### src/rtl/rom_sel_pkg.sv
package rom_sel_pkg;
  localparam int FAM_W = 8;
  localparam int SER_W = 48;
  localparam int CRC_W = 8;
  localparam int ID_W  = FAM_W + SER_W + CRC_W;
  localparam int CMD_W = 8;

  localparam logic [CMD_W-1:0] OP_READ_ID = 8'h33;
  localparam logic [CMD_W-1:0] OP_MATCH   = 8'h55;
  localparam logic [CMD_W-1:0] OP_SEARCH  = 8'hF0;
  localparam logic [CMD_W-1:0] OP_SKIP    = 8'hCC;
  localparam logic [CMD_W-1:0] OP_RESUME  = 8'hA5;

  // reflected form of X8+X5+X4+1
  localparam logic [CRC_W-1:0] CRC_POLY_REV = 8'h8C;

  typedef enum logic [2:0] {
    ST_IDLE,
    ST_CMD,
    ST_READID,
    ST_MATCH,
    ST_SRCH_TRUE,
    ST_SRCH_CMPL,
    ST_SRCH_PICK,
    ST_SEL
  } rom_state_e;

  function automatic logic [CRC_W-1:0] id_crc(input logic [FAM_W+SER_W-1:0] body);
    logic [CRC_W-1:0] c;
    logic fb;
    c = '0;
    for (int i = 0; i < FAM_W + SER_W; i++) begin
      fb = c[0] ^ body[i];
      c  = c >> 1;
      if (fb) c = c ^ CRC_POLY_REV;
    end
    return c;
  endfunction
endpackage

### src/rtl/rom_id_source.sv
module rom_id_source
  import rom_sel_pkg::*;
#(
  parameter logic [FAM_W-1:0] FAMILY_CODE = 8'h2D,
  parameter logic [SER_W-1:0] SERIAL_NUM  = 48'h5A3C_0F1E_9B77
) (
  input  logic            clk,
  output logic [ID_W-1:0] id_word
);
  localparam logic [FAM_W+SER_W-1:0] BODY = {SERIAL_NUM, FAMILY_CODE};
  localparam logic [CRC_W-1:0]       CRC  = id_crc(BODY);
  localparam logic [ID_W-1:0]        IDV  = {CRC, BODY};

  // registered constant, mapped to flops
  always_ff @(posedge clk) id_word <= IDV;
endmodule

### src/rtl/rom_cmd_fsm.sv
module rom_cmd_fsm
  import rom_sel_pkg::*;
(
  input  logic            clk,
  input  logic            rst,
  input  logic            bus_reset,
  input  logic            slot_done,
  input  logic            slot_bit,
  input  logic [ID_W-1:0] id_word,
  output logic            req_valid,
  output logic            req_read,
  output logic            req_bit,
  output logic            selected,
  output logic            rc_flag
);
  localparam int IDX_W = $clog2(ID_W);

  rom_state_e       state;
  logic [IDX_W-1:0] idx;
  logic [IDX_W-1:0] idx_nxt;
  logic [CMD_W-1:0] cmd_sh;
  logic [CMD_W-1:0] cmd_full;
  logic             id_last;
  logic             cmd_last;
  logic             take;

  assign idx_nxt  = idx + 1'b1;
  assign cmd_full = {slot_bit, cmd_sh[CMD_W-1:1]};
  assign id_last  = (idx == IDX_W'(ID_W - 1));
  assign cmd_last = (idx == IDX_W'(CMD_W - 1));
  assign take     = slot_done && req_valid;

  always_ff @(posedge clk) begin
    if (rst) begin
      state     <= ST_IDLE;
      idx       <= '0;
      cmd_sh    <= '0;
      req_valid <= 1'b0;
      req_read  <= 1'b0;
      req_bit   <= 1'b0;
      selected  <= 1'b0;
      rc_flag   <= 1'b0;
    end else if (bus_reset) begin
      state     <= ST_CMD;
      idx       <= '0;
      cmd_sh    <= '0;
      req_valid <= 1'b1;
      req_read  <= 1'b0;
      req_bit   <= 1'b0;
      selected  <= 1'b0;
    end else if (take) begin
      unique case (state)
        ST_CMD: begin
          if (!cmd_last) begin
            cmd_sh <= cmd_full;
            idx    <= idx_nxt;
          end else begin
            idx <= '0;
            case (cmd_full)
              OP_READ_ID: begin
                rc_flag  <= 1'b0;
                state    <= ST_READID;
                req_read <= 1'b1;
                req_bit  <= id_word[0];
              end
              OP_MATCH: begin
                rc_flag  <= 1'b0;
                state    <= ST_MATCH;
                req_read <= 1'b0;
              end
              OP_SEARCH: begin
                rc_flag  <= 1'b0;
                state    <= ST_SRCH_TRUE;
                req_read <= 1'b1;
                req_bit  <= id_word[0];
              end
              OP_SKIP: begin
                rc_flag   <= 1'b0;
                state     <= ST_SEL;
                selected  <= 1'b1;
                req_valid <= 1'b0;
              end
              OP_RESUME: begin
                req_valid <= 1'b0;
                if (rc_flag) begin
                  state    <= ST_SEL;
                  selected <= 1'b1;
                end else begin
                  state <= ST_IDLE;
                end
              end
              default: begin
                state     <= ST_IDLE;
                req_valid <= 1'b0;
              end
            endcase
          end
        end
        ST_READID: begin
          if (id_last) begin
            state     <= ST_SEL;
            selected  <= 1'b1;
            req_valid <= 1'b0;
            req_read  <= 1'b0;
          end else begin
            idx     <= idx_nxt;
            req_bit <= id_word[idx_nxt];
          end
        end
        ST_MATCH: begin
          if (slot_bit != id_word[idx]) begin
            state     <= ST_IDLE;
            req_valid <= 1'b0;
          end else if (id_last) begin
            state     <= ST_SEL;
            selected  <= 1'b1;
            rc_flag   <= 1'b1;
            req_valid <= 1'b0;
          end else begin
            idx <= idx_nxt;
          end
        end
        ST_SRCH_TRUE: begin
          state   <= ST_SRCH_CMPL;
          req_bit <= ~id_word[idx];
        end
        ST_SRCH_CMPL: begin
          state    <= ST_SRCH_PICK;
          req_read <= 1'b0;
          req_bit  <= 1'b0;
        end
        ST_SRCH_PICK: begin
          if (slot_bit != id_word[idx]) begin
            state     <= ST_IDLE;
            req_valid <= 1'b0;
          end else if (id_last) begin
            state     <= ST_SEL;
            selected  <= 1'b1;
            rc_flag   <= 1'b1;
            req_valid <= 1'b0;
          end else begin
            idx      <= idx_nxt;
            state    <= ST_SRCH_TRUE;
            req_read <= 1'b1;
            req_bit  <= id_word[idx_nxt];
          end
        end
        default: begin
          req_valid <= 1'b0;
        end
      endcase
    end
  end

  // bus reset keeps the resume flag and drops selection
  assert_rc_kept_R12: assert property (@(posedge clk) disable iff (rst)
    bus_reset |=> (rc_flag == $past(rc_flag)) && !selected);

  // the resume flag only rises together with a selection
  assert_rc_with_sel_R5: assert property (@(posedge clk) disable iff (rst)
    $rose(rc_flag) |-> selected);

  // no slot requests while selected
  assert_sel_quiet_R9: assert property (@(posedge clk) disable iff (rst)
    selected |-> !req_valid);

  // idle is left only through bus_reset
  assert_idle_sticky_R6: assert property (@(posedge clk) disable iff (rst)
    (state == ST_IDLE && !bus_reset) |=> (state == ST_IDLE && !req_valid && !selected));

  // second slot of a triplet sends the complement of the identity bit
  assert_srch_cmpl_R7: assert property (@(posedge clk) disable iff (rst)
    (state == ST_SRCH_CMPL) |-> (req_valid && req_read && (req_bit != id_word[idx])));

  // the choice slot is a write slot
  assert_srch_pick_R7: assert property (@(posedge clk) disable iff (rst)
    (state == ST_SRCH_PICK) |-> (req_valid && !req_read));
endmodule

### src/rtl/rom_select_layer.sv
module rom_select_layer
  import rom_sel_pkg::*;
#(
  parameter logic [FAM_W-1:0] FAMILY_CODE = 8'h2D,
  parameter logic [SER_W-1:0] SERIAL_NUM  = 48'h5A3C_0F1E_9B77
) (
  input  logic clk,
  input  logic rst,
  input  logic bus_reset,
  input  logic slot_done,
  input  logic slot_bit,
  output logic req_valid,
  output logic req_read,
  output logic req_bit,
  output logic selected,
  output logic rc_flag
);
  logic [ID_W-1:0] id_word;

  rom_id_source #(
    .FAMILY_CODE(FAMILY_CODE),
    .SERIAL_NUM (SERIAL_NUM)
  ) u_id (
    .clk    (clk),
    .id_word(id_word)
  );

  rom_cmd_fsm u_fsm (
    .clk      (clk),
    .rst      (rst),
    .bus_reset(bus_reset),
    .slot_done(slot_done),
    .slot_bit (slot_bit),
    .id_word  (id_word),
    .req_valid(req_valid),
    .req_read (req_read),
    .req_bit  (req_bit),
    .selected (selected),
    .rc_flag  (rc_flag)
  );
endmodule

### config.mk
export PLATFORM = sky130hd
export DESIGN_NAME = rom_select_layer
export DESIGN_NICKNAME = d
export VERILOG_FILES = /design/src/rtl/rom_sel_pkg.sv /design/src/rtl/rom_id_source.sv /design/src/rtl/rom_cmd_fsm.sv /design/src/rtl/rom_select_layer.sv
export SDC_FILE = /design/constraint.sdc
export NUM_CORES = 1
export LEC_CHECK = 0
export BUFFER_PORTS_ARGS = -buffer_cell sky130_fd_sc_hd__buf_2
export CAP_MARGIN = 25
export CORE_UTILIZATION = 45
export CTS_CLUSTER_DIAMETER = 30
export DETAILED_ROUTE_END_ITERATION = 12
export MAX_ROUTING_LAYER = met4
export PLACE_DENSITY_LB_ADDON = 0.2
export SKIP_CTS_REPAIR_TIMING = 1
export SLEW_MARGIN = 20
export SYNTH_ARGS = -nofsm -noshare
export SYNTH_HDL_FRONTEND = slang
export SYNTH_SLANG_ARGS = --single-unit
### constraint.sdc
create_clock -name clk -period 4 [get_ports clk]
set_input_delay 0 -clock clk [delete_from_list [all_inputs] [get_ports clk]]
set_output_delay 0 -clock clk [all_outputs]
set_load 0.05 [all_outputs]
==> parameters.txt, run 1 <==
Parameter                              Value

Setup path
  Data required time of the worst path ... between 4000 and 5000 ps
  Category of the critical setup timing path ... flop to flop
  Worst reg-to-reg setup slack ... ~730 ps
  Capturing element type of the critical path ... flop
  Crit path arrival time ... roughly 3500 ps
  Critical Path Fanout Max ... 11
  Register-to-Register Path Depth ... 12
  Element type at the critical path start ... flop
  Worst R2R Start ... u_fsm.idx[0]$_SDFFE_PP0N_

Synthesis
  Part of the Yosys area used for sequential elements ... a little under a quarter
  Synthesized instance count ... about 230
  Post-synthesis average cell area ... roughly 8 µm²
  Most instantiated flip-flop cell in the synthesis netlist ... sky130_fd_sc_hd__dfxtp_1
  Syn nets ... approximately 250
  EDFF count, synth ... 0
  Synthesis-stage register bit count ... 22
  Post-synth ARST share ... 0%
  Netlist cell types ... slightly above 60
  Number of warnings printed during yosys synthesis ... 0
  Post-synth design cell area ... ~0.0019 mm²

Detailed routing
  Number of design rule violations left after detail routing ... 0
  Final WL ... 4364 µm
  Number of search-and-repair iterations in the first detailed-routing pass ... 6
  Drt first-iter violations ... around 100
  Routed length on met2 ... ~1800 µm
  Total via count in the routed design ... between 1500 and 2000
  Average wire per cell in the routed design ... around 15 µm
  Routed wl met3 ... about 230 µm
  Via density per instance ... roughly 6.0
  Routed metal-1 wirelength ... between 2000 and 2500 µm
  Post-DRT Antenna Nets ... 0
  Top routing layer used ... met4

Hold path
  Worst min-delay path category ... input port to flop
  Hold path cells ... 3
  Launch instance of the worst min-delay path ... bus_reset
  End of the worst hold path ... u_fsm.req_valid$_SDFFE_PP0P_

Final layout
  Layout Nets ... roughly 250
  Diodes inserted ... 0
  Most used cells in the layout excluding fill and tap cells ... sky130_fd_sc_hd__nand2_1, sky130_fd_sc_hd__nor2_1, sky130_fd_sc_hd__dfxtp_1
  Fraction of layout cells with a size suffix above 1 ... between 10% and 20%
  Area added between synthesis and finish ... 7.506%
  Final core utilization ... 50.17%
  Leading cell type in the layout, fill and taps excluded ... sky130_fd_sc_hd__nand2_1

CTS
  CTS Root Cell ... sky130_fd_sc_hd__clkbuf_8
  Buffer levels on the longest clock path ... 2
  Clock Latency Late Sink ... between 200 and 300 ps
  Clock-pin slew reported for the worst setup and hold paths after clock tree synthesis ... about 90 ps
  Sinks on the clock net ... 22
  CTS buffer count ... 3
  H-tree depth ... 1
  TritonCTS clock tree ... built

Power and ir drop
  Proportion of power drawn by the clock network ... 37.1%
  Static leakage ... around 0.7 nW
  Switching power summed over all nets ... about 0.00012 W
  Total power divided by cell area ... 220.9 mW/mm²
  Internal power summed over all cells ... 0.0003277 W
  Flop pwr share ... about half
  Share of total power in combinational logic ... about an eighth
  Net Sw Frac ... roughly a quarter
  Worst IR Drop VDD ... roughly 0.00017 V

Job
  Number of violations of the max-capacitance limit ... 0

STA
  Setup-violating endpoint count in the final report ... 0
  Max Clock Freq ... just over 300 MHz
  Endpoints failing hold ... 0
  Worst slew margin relative to its limit ... 47.52%
  Final worst clock skew ... ~3.1 ps
  Minimum period implied by the final worst setup slack ... 3267 ps
  Setup repair after global routing missed its margin ... no
  Worst Tran Pin Value ... between 700 and 800 ps
  Final clock period utilization by the worst path ... approximately 80%
  Final count of pins violating max slew ... 0
  Fin Setup TNS ... 0 ps

Global route
  Grt ovf ... 0
  Pin count of the biggest net entering global routing ... 22
  Antenna violations before repair ... 0
  Vias in the first global route ... roughly 1500
  First-pass GRT wire length ... about 7400 µm
  Gr usage total ... ~22%

Floorplanning
  Number of primary I/O pins ... 10
  Row Count ... 23
  Effective utilization at floorplan ... a little under half
  Horiz. Die Dim ... roughly 66 µm
  Die boundary height ... between 60 and 70 µm
  Core area ... ~0.004 mm²
  Die area ... between 0.004 and 0.005 mm²

Placement
  Gp weighted congestion ... about 0.89
  Number of input and output port buffers inserted ... 9
  DPL Wire Length ... 3235 µm

Status
  Outcome ... finished, final reports clean
## routing by layer
layer	GRT usage, %	vias up
met2	29.85	48
met4	5.851	0
met5	-	-
met3	2.586	4
li1	-	864
met1	34.36	792
## registers in the layout (all words and copies together), names as in the netlist, named ones only
register,flops
u_fsm.cmd_sh,7
u_fsm.req_valid,1
u_fsm.req_bit,1
u_fsm.idx,6
u_fsm.rc_flag,1
u_fsm.req_read,1
u_fsm.state,3
u_fsm.selected,1
## worst max path at each step
stage | startpoint | end | depth (start not counted)
CTS | u_fsm.idx[0]$_SDFFE_PP0N_ | flop | 12
global route | u_fsm.idx[0]$_SDFFE_PP0N_ | flop | 12
detailed placement | u_fsm.idx[0]$_SDFFE_PP0N_ | flop | 12
finish | u_fsm.idx[0]$_SDFFE_PP0N_ | flop | 12
global placement | u_fsm.idx[0]$_SDFFE_PP0N_ | flop | 12
floorplan | u_fsm.req_valid$_SDFFE_PP0P_ | flop | 12
## through the flow
step	cells	setup slack (ps)	hold WS, ps	area, µm²	power, W
finish	287	733.1	2.903	2007	0.0004433
global route	287	448.8	29.52	2007	0.0004667
CTS	286	769.8	-49.80	1997	0.0004480
detailed placement	282	794.9	240.7	1942	0.0002827
global placement	282	919.5	240.0	1942	0.0002829
floorplan	232	1101	69.07	1867	0.0002698
## critical path: stages (launching register included)
cell	delay, ps
sky130_fd_sc_hd__dfxtp_1	510
sky130_fd_sc_hd__ha_1	460
sky130_fd_sc_hd__nand4_1	240
sky130_fd_sc_hd__nand3_1	260
sky130_fd_sc_hd__mux2_2	390
sky130_fd_sc_hd__nor2_1	170
sky130_fd_sc_hd__inv_1	90
sky130_fd_sc_hd__ha_1	280
sky130_fd_sc_hd__nand2_1	40
sky130_fd_sc_hd__mux2i_1	160
sky130_fd_sc_hd__nor2_1	50
sky130_fd_sc_hd__a2111oi_0	410
sky130_fd_sc_hd__a211o_1	150
## synth_stat cells (4+ instances only)
cell type / n / share of area, %
sky130_fd_sc_hd__dfxtp_1: 22 / 24
sky130_fd_sc_hd__mux2i_1: 12 / 6.4
sky130_fd_sc_hd__o21ai_0: 12 / 3.2
sky130_fd_sc_hd__inv_1: 10 / 2.0
sky130_fd_sc_hd__o22ai_1: 4 / 1.3
sky130_fd_sc_hd__xnor2_1: 4 / 1.9
sky130_fd_sc_hd__ha_1: 8 / 5.4
sky130_fd_sc_hd__clkbuf_1: 9 / 1.8
sky130_fd_sc_hd__and2_1: 4 / 1.3
sky130_fd_sc_hd__nand3_1: 9 / 2.4
sky130_fd_sc_hd__nand2_1: 26 / 5.2
sky130_fd_sc_hd__a21oi_1: 16 / 4.3
sky130_fd_sc_hd__nor2_1: 23 / 4.6
## cells by family after synthesis
| family | count (synthesis) | share of synthesized area, % |
|---|---|---|
| compound gates | 71 | 29.36 |
| xor+xnor | 9 | 5.027 |
| fa+ha+maj | 8 | 5.362 |
| buf+inv | 23 | 5.362 |
| flops | 22 | 23.59 |
| mux | 15 | 8.244 |
| simple gates | 84 | 23.06 |
## cell type report
type / count / area, µm²
well taps: 50 / 62.56
repair buffers: 14 / 85.08
flip-flops and latches: 22 / 440.4
fillers: 408 / 1993
inverters: 10 / 37.54
multi-input cells: 187 / 1326
clock buffers: 4 / 55.05
## power groups by stage
stage                      logic, W  clock network (W)  registers, W
after detailed placement  0.0000527                  0      0.000230
final                     0.0000540           0.000164      0.000225
after global routing      0.0000605           0.000181      0.000225
after CTS                 0.0000530           0.000170      0.000225
after global placement    0.0000529                  0      0.000230
after floorplan           0.0000378                  0      0.000232
Note: power is estimated with default switching activity, not from simulation.
==> inputs of run 2 (changes only) <==
clock period = 2.8 ns   (was 4 ns; I/O delays follow)
==> run 2 against run 1 <==
The flow now finishes with violations (negative hold slack). First-iteration DRC count down 9.8%. Clock-buffer cell count unchanged. Sequential cell count unchanged. Final area up 7.6%. Die area unchanged. Sequential power rose by 42%. Cell count grew 6.3%. Clock skew up 4.6 ps. Utilization grew 3.8 points. Critical path depth did not move. Largest power group unchanged.
==> parameters.txt, run 2 (synthesis results as in run 1) <==
Parameter                              Value

Status
  Outcome ... finished, violations left (was finished, final reports clean)
  Failing checks ... negative hold slack

Final layout
  Most used cells in the layout excluding fill and tap cells ... sky130_fd_sc_hd__nand2_1, sky130_fd_sc_hd__nor2_1, sky130_fd_sc_hd__buf_4 (was sky130_fd_sc_hd__nand2_1, sky130_fd_sc_hd__nor2_1, sky130_fd_sc_hd__dfxtp_1)
  Number of flip-flops under the largest register name ... 7 (unchanged)
  Top reg by flops ... u_fsm.cmd_sh (unchanged)
  Leading cell type in the layout, fill and taps excluded ... sky130_fd_sc_hd__nand2_1 (unchanged)
  Area added between synthesis and finish ... 15.68% (was 7.506%)
  Final standard cell count with taps included and fillers excluded ... 305 (was 287)
  Layout Nets ... 269 (was 251)
  Fraction of layout cells with a size suffix above 1 ... 25.88% (was 18.14%)
  Biggest regs ... u_fsm.cmd_sh: 7 flops, u_fsm.idx: 6 flops, u_fsm.state: 3 flops (unchanged)
  Final core utilization ... 53.99% (was 50.17%)
  Filler instances ... 387 (was 408)
  Diodes inserted ... 0 (unchanged)

Floorplanning
  Number of primary I/O pins ... 10 (unchanged)
  Die area ... 0.004410 mm² (unchanged)
  Horiz. Die Dim ... 66.41 µm (unchanged)
  Core area ... 0.004000 mm² (unchanged)
  Row Count ... 23 (unchanged)
  Die boundary height ... 66.41 µm (unchanged)
  Effective utilization at floorplan ... 46.67% (unchanged)

STA
  Worst Tran Pin Value ... 484.3 ps (was 784.3 ps)
  Final worst clock skew ... 7.673 ps (was 3.113 ps)
  Setup-violating endpoint count in the final report ... 0 (unchanged)
  Endpoints failing hold ... 1 (was 0)
  Final count of pins violating max slew ... 0 (unchanged)
  Setup repair after global routing missed its margin ... no (unchanged)
  Max Clock Freq ... 391.6 MHz (was 306.1 MHz)
  Final clock period utilization by the worst path ... 91.21% (was 81.67%)
  Worst slew margin relative to its limit ... 67.55% (was 47.52%)
  Minimum period implied by the final worst setup slack ... 2554 ps (was 3267 ps)
  Fin Setup TNS ... 0 ps (unchanged)
  Hold slack ... -18.15 ps (was 2.903 ps)

Hold path
  End of the worst hold path ... u_fsm.req_valid$_SDFFE_PP0P_ (unchanged)
  Worst min-delay path category ... input port to flop (unchanged)
  Hold path cells ... 3 (unchanged)
  Launch instance of the worst min-delay path ... bus_reset (unchanged)

Detailed routing
  Number of design rule violations left after detail routing ... 0 (unchanged)
  Number of search-and-repair iterations in the first detailed-routing pass ... 4 (was 6)
  Final WL ... 4495 µm (was 4364 µm)
  Via density per instance ... 5.702 (was 5.951)
  Post-DRT Antenna Nets ... 0 (unchanged)
  Drt first-iter violations ... 92 (was 102)
  Average wire per cell in the routed design ... 14.74 µm (was 15.21 µm)
  Total via count in the routed design ... 1739 (was 1708)

Setup path
  Worst reg-to-reg setup slack ... 250 ps (was 730 ps)
  Element type at the critical path start ... flop (unchanged)
  Category of the critical setup timing path ... flop to flop (unchanged)
  Register-to-Register Path Depth ... 12 (unchanged)
  Critical Path Fanout Max ... 3 (was 11)
  Data required time of the worst path ... 3010 ps (was 4220 ps)
  Capturing element type of the critical path ... flop (unchanged)
  Crit path arrival time ... 2760 ps (was 3480 ps)

Global route
  Vias in the first global route ... 1481 (was 1469)
  Antenna violations before repair ... 0 (unchanged)
  Pin count of the biggest net entering global routing ... 16 (was 22)
  First-pass GRT wire length ... 7341 µm (was 7369 µm)
  Gr usage total ... 22.81% (was 22.31%)
  Grt ovf ... 0 (unchanged)

CTS
  TritonCTS clock tree ... built (unchanged)
  CTS buffer count ... 3 (unchanged)
  Clock-pin slew reported for the worst setup and hold paths after clock tree synthesis ... 80 ps (was 90 ps)
  Sinks on the clock net ... 22 (unchanged)
  CTS Root Cell ... sky130_fd_sc_hd__clkbuf_8 (unchanged)
  Clock Latency Late Sink ... 270 ps (was 260 ps)
  Buffer levels on the longest clock path ... 2 (unchanged)
  H-tree depth ... 1 (unchanged)

Power and ir drop
  Switching power summed over all nets ... 0.0001612 W (was 0.0001156 W)
  Static leakage ... 0.7955 nW (was 0.6977 nW)
  Total power divided by cell area ... 294.8 mW/mm² (was 220.9 mW/mm²)
  Internal power summed over all cells ... 0.0004753 W (was 0.0003277 W)
  Net Sw Frac ... 25.33% (was 26.08%)
  Total power consumption of the routed design ... 0.0006366 W (was 0.0004433 W)
  Worst IR Drop VDD ... 0.0002408 V (was 0.0001708 V)
  Share of total power in combinational logic ... 13.8% (was 12.2%)
  Proportion of power drawn by the clock network ... 36.0% (was 37.1%)
  Flop pwr share ... 50.2% (was 50.7%)

Placement
  Cell count after placement ... 300 (was 282)
  Gp weighted congestion ... 0.9145 (was 0.8852)
  Number of input and output port buffers inserted ... 9 (unchanged)
  DPL Wire Length ... 3484 µm (was 3235 µm)

Job
  Number of violations of the max-capacitance limit ... 0 (unchanged)
-- run 2: how the worst max path moves through the flow --
| stage | endpoint | cells after the start |
|---|---|---|
| 2_1_floorplan | flop | 13 |
| 3_3_place_gp | flop | 12 |
| 3_5_place_dp | flop | 12 |
| 4_1_cts | flop | 12 |
| 5_1_grt | flop | 13 |
| 6_report | flop | 12 |
-- run 2: power by group through the flow --
stage | sequential [W] | clock [W] | combinational [W]
3_5_place_dp | 0.000327 | 0 | 0.0000848
4_1_cts | 0.000320 | 0.000235 | 0.0000850
6_report | 0.000320 | 0.000229 | 0.0000876
5_1_grt | 0.000321 | 0.000248 | 0.0000964
3_3_place_gp | 0.000327 | 0 | 0.0000853
2_1_floorplan | 0.000332 | 0 | 0.0000539
-- run 2: layout make-up --
cell class              instances  area [µm²]  area share, %
repair buffers                 32       220.2          10.20
multi-input cells             187        1341          62.11
well taps                      50       62.56          2.897
flip-flops and latches         22       442.9          20.51
clock buffers                   4       55.05          2.549
inverters                      10       37.54          1.738
-- run 2: stage by stage --
step                      setup slack [ps]  instance area (µm²)  hold WS [ps]
after floorplan                      21.80                 1869         64.97
after global placement               196.8                 2078         231.7
after detailed placement             92.78                 2078         229.7
after CTS                            63.54                 2133        -58.24
after global routing                0.8569                 2160         27.20
final                                246.1                 2160        -18.15
-- run 2: metal layers --
metal	part of all wire [%]	track usage, %	routed length [µm]
met2	43	32.27	1944
met4	0.58	5.585	26
met3	4.4	3.276	198
met1	52	33.58	2326
met5	0	-	0
-- run 2: worst max-delay path, cell delays in order (launching register included) --
cell	delay, ps
sky130_fd_sc_hd__dfxtp_1	370
sky130_fd_sc_hd__xor2_2	290
sky130_fd_sc_hd__a31oi_4	130
sky130_fd_sc_hd__nand3_1	130
sky130_fd_sc_hd__mux2_2	380
sky130_fd_sc_hd__nor2_2	140
sky130_fd_sc_hd__inv_1	80
sky130_fd_sc_hd__ha_1	280
sky130_fd_sc_hd__nand2_1	40
sky130_fd_sc_hd__mux2i_1	120
sky130_fd_sc_hd__nor2_1	60
sky130_fd_sc_hd__a2111oi_2	340
sky130_fd_sc_hd__a211o_1	140
==> inputs of run 3 (changes only) <==
ABC_AREA = 1   (was not set)
CTS_CLUSTER_DIAMETER = 50   (was 30)
==> run 3 against run 2 <==
The flow now finishes without violations. Die area grew 0.91%. Cell count grew 22%. Clock skew shrank 4.1 ps. Largest cell class unchanged.
==> parameters.txt, run 3 <==
Parameter                              Value

Synthesis
  Biggest area contributors in the synthesized netlist ... sky130_fd_sc_hd__dfxtp_1, sky130_fd_sc_hd__nand2_1, sky130_fd_sc_hd__inv_1 (was sky130_fd_sc_hd__dfxtp_1, sky130_fd_sc_hd__mux2i_1, sky130_fd_sc_hd__ha_1)
  Netlist cell types ... 32 (was 61)
  Post-synthesis average cell area ... 6.098 µm² (was 8.047 µm²)
  Largest family of logic cells by synthesized area ... simple AND/OR/NAND/NOR gates (was compound AO/OA/AOI/OAI gates)
  Multiplexer share of the synthesized area ... 0% (was 8.244%)
  Syn nets ... 322 (was 245)
  Post-synth design cell area ... 0.001884 mm² (was 0.001867 mm²)
  Synth Area in XOR/XNOR ... 1.859% (was 5.027%)
  Share of the synthesized area in the top cell type ... 23.37% (was 23.59%)
  EDFF count, synth ... 0 (unchanged)
  Post-synthesis share of cell area spent on and, or, nand and nor gates ... 42.36% (was 23.06%)
  Top cells by count, synth ... sky130_fd_sc_hd__nand2_1, sky130_fd_sc_hd__inv_1, sky130_fd_sc_hd__nand3_1, sky130_fd_sc_hd__nor2_1, sky130_fd_sc_hd__o21ai_0 (was sky130_fd_sc_hd__nand2_1, sky130_fd_sc_hd__nor2_1, sky130_fd_sc_hd__dfxtp_1)
  Cell with the most instances after synthesis ... sky130_fd_sc_hd__nand2_1 (unchanged)
  Number of warnings printed during yosys synthesis ... 0 (unchanged)
  Synthesis-stage register bit count ... 22 (unchanged)
  Post-synth ARST share ... 0% (unchanged)
  Most instantiated flip-flop cell in the synthesis netlist ... sky130_fd_sc_hd__dfxtp_1 (unchanged)
  Part of the Yosys area used for sequential elements ... 23.37% (was 23.59%)
  Post-synthesis compound-gate area fraction ... 14.34% (was 29.36%)
  Synthesized instance count ... 309 (was 232)
  Dominant cell type by area after synthesis ... sky130_fd_sc_hd__dfxtp_1 (unchanged)
  Adder-cell share of the synthesized area ... 5.312% (was 5.362%)

Hold path
  Worst min-delay path category ... input port to flop (unchanged)
  Launch instance of the worst min-delay path ... bus_reset (unchanged)

CTS
  Clock Latency Late Sink ... 270 ps (about the same)
  CTS buffer count ... 3 (unchanged)
  Sinks on the clock net ... 22 (unchanged)
  CTS Root Cell ... sky130_fd_sc_hd__clkbuf_8 (unchanged)
  TritonCTS clock tree ... built (unchanged)
  Buffer levels on the longest clock path ... 2 (unchanged)
  H-tree depth ... 1 (unchanged)
  Clock-pin slew reported for the worst setup and hold paths after clock tree synthesis ... 90 ps (was 80 ps)

Detailed routing
  Drt first-iter violations ... 192 (was 92)
  Average wire per cell in the routed design ... 11.81 µm (was 14.74 µm)
  Post-DRT Antenna Nets ... 0 (unchanged)
  Total via count in the routed design ... 1917 (was 1739)
  Number of design rule violations left after detail routing ... 0 (unchanged)
  Final WL ... 4381 µm (was 4495 µm)
  Via density per instance ... 5.167 (was 5.702)
  Number of search-and-repair iterations in the first detailed-routing pass ... 4 (unchanged)

Global route
  Grt ovf ... 0 (unchanged)
  Gr usage total ... 21.60% (was 22.81%)
  First-pass GRT wire length ... 7217 µm (was 7341 µm)
  Pin count of the biggest net entering global routing ... 20 (was 16)
  Antenna violations before repair ... 0 (unchanged)
  Vias in the first global route ... 1638 (was 1481)

STA
  Final clock period utilization by the worst path ... 83.89% (was 91.21%)
  Fin Setup TNS ... 0 ps (unchanged)
  Endpoints failing hold ... 0 (was 1)
  Setup-violating endpoint count in the final report ... 0 (unchanged)
  Setup repair after global routing missed its margin ... no (unchanged)
  Max Clock Freq ... 425.7 MHz (was 391.6 MHz)
  Final count of pins violating max slew ... 0 (unchanged)
  Minimum period implied by the final worst setup slack ... 2349 ps (was 2554 ps)
  Final worst clock skew ... 3.549 ps (was 7.673 ps)
  Worst slew margin relative to its limit ... 70.53% (was 67.55%)
  Worst Tran Pin Value ... 442.1 ps (was 484.3 ps)

Floorplanning
  Die boundary height ... 66.71 µm (was 66.41 µm)
  Die area ... 0.004450 mm² (was 0.004410 mm²)
  Row Count ... 23 (unchanged)
  Horiz. Die Dim ... 66.71 µm (was 66.41 µm)
  Core area ... 0.004000 mm² (unchanged)
  Number of primary I/O pins ... 10 (unchanged)
  Effective utilization at floorplan ... 47.11% (was 46.67%)

Power and ir drop
  Total power divided by cell area ... 351.3 mW/mm² (was 294.8 mW/mm²)
  Worst IR Drop VDD ... 0.0001724 V (was 0.0002408 V)
  Static leakage ... 1.014 nW (was 0.7955 nW)
  Total power consumption of the routed design ... 0.0007252 W (was 0.0006366 W)

Setup path
  Data required time of the worst path ... 2970 ps (was 3010 ps)
  Crit path arrival time ... 2520 ps (was 2760 ps)
  Critical Path Fanout Max ... 7 (was 3)
  Capturing element type of the critical path ... flop (unchanged)
  Category of the critical setup timing path ... flop to flop (unchanged)
  Element type at the critical path start ... flop (unchanged)
  Crit. Startpoint ... u_fsm.idx[1]$_SDFFE_PP0N_
  Worst R2R Start ... u_fsm.idx[1]$_SDFFE_PP0N_

Job
  Number of violations of the max-capacitance limit ... 0 (unchanged)

Placement
  Gp weighted congestion ... 0.9231 (was 0.9145)
  Number of input and output port buffers inserted ... 9 (unchanged)
  Placed cell areas ... 0.001983 mm² (was 0.002078 mm²)
  DPL Wire Length ... 3434 µm (was 3484 µm)

Final layout
  Area added between synthesis and finish ... 9.562% (was 15.68%)
  Number of flip-flops under the largest register name ... 7 (unchanged)
  Finished layout cell area ... 0.002064 mm² (was 0.002160 mm²)
  Top reg by flops ... u_fsm.cmd_sh (unchanged)
  Final core utilization ... 51.61% (was 53.99%)
  Biggest regs ... u_fsm.cmd_sh: 7 flops, u_fsm.idx: 6 flops, u_fsm.state: 3 flops (unchanged)
  Filler instances ... 418 (was 387)
  Layout Nets ... 335 (was 269)
  Leading cell type in the layout, fill and taps excluded ... sky130_fd_sc_hd__nand2_1 (unchanged)
  Diodes inserted ... 0 (unchanged)
  Most used cells in the layout excluding fill and tap cells ... sky130_fd_sc_hd__nand2_1, sky130_fd_sc_hd__inv_1, sky130_fd_sc_hd__nand3_1, sky130_fd_sc_hd__nor2_1, sky130_fd_sc_hd__o21ai_0 (was sky130_fd_sc_hd__nand2_1, sky130_fd_sc_hd__nor2_1, sky130_fd_sc_hd__buf_4)
  Fraction of layout cells with a size suffix above 1 ... 13.08% (was 25.88%)

Status
  Outcome ... finished, final reports clean (was finished, violations left)
==> run 3: per-layer routing <==
metal	track usage, %	routed length, µm
met5	-	0
met4	5.319	48
met3	2.226	117
met2	33.21	1881
met1	30.03	2333
==> run 3: stage by stage <==
step	setup WS, ps	cells	hold WS (ps)
2_1_floorplan	605.3	309	69.07
3_5_place_dp	471.1	366	218.8
6_report	451.0	371	66.53
3_3_place_gp	516.8	366	226.0
4_1_cts	443.4	370	-76.19
5_1_grt	157.4	371	64.28
==> run 3: final timing paths <==
path	endpoint	cells after the start	slack (ps)
worst max-delay path	flop	15	450
worst min-delay path	u_fsm.req_valid$_SDFFE_PP0P_	3	70
worst min register to register	u_fsm.req_read$_SDFFE_PP0P_	2	450
worst max register to register	flop	15	450
==> run 3: layout make-up <==
class	count	area, µm²	area share [%]
clock buffer	3	41.29	2.000
clock inverter	1	30.03	1.455
inverter	57	216.5	10.48
multi-input combinational	226	1204	58.30
sequential	22	440.4	21.33
tap	50	62.56	3.030
timing repair buffer	12	70.07	3.394
==> run 3: worst max-delay path, cell delays in order, from the launching register on <==
cell	delay (ps)
sky130_fd_sc_hd__dfxtp_1	440
sky130_fd_sc_hd__ha_1	220
sky130_fd_sc_hd__nand3_1	160
sky130_fd_sc_hd__nor2_4	200
sky130_fd_sc_hd__nand2_1	90
sky130_fd_sc_hd__nand4_1	150
sky130_fd_sc_hd__nand2_1	70
sky130_fd_sc_hd__nand2_1	100
sky130_fd_sc_hd__nand2_1	120
sky130_fd_sc_hd__ha_1	290
sky130_fd_sc_hd__inv_1	50
sky130_fd_sc_hd__nand4_1	90
sky130_fd_sc_hd__nand3_1	90
sky130_fd_sc_hd__nand3_1	70
sky130_fd_sc_hd__nand3_1	70
sky130_fd_sc_hd__nand2_1	50
==> run 3: where the power goes <==
group / switching (W) / internal (W)
combinational: 0.0000614 / 0.0000273
sequential: 0.00000635 / 0.000318
clock: 0.000121 / 0.000191
==> run 3: kinds of logic after synthesis <==
group / after synthesis
AOI/OAI and AO/OA: 51
adders and majority gates: 8
buffers and inverters: 61
DFF: 22
and+or+nand+nor: 163
xor gates and xnor gates: 4
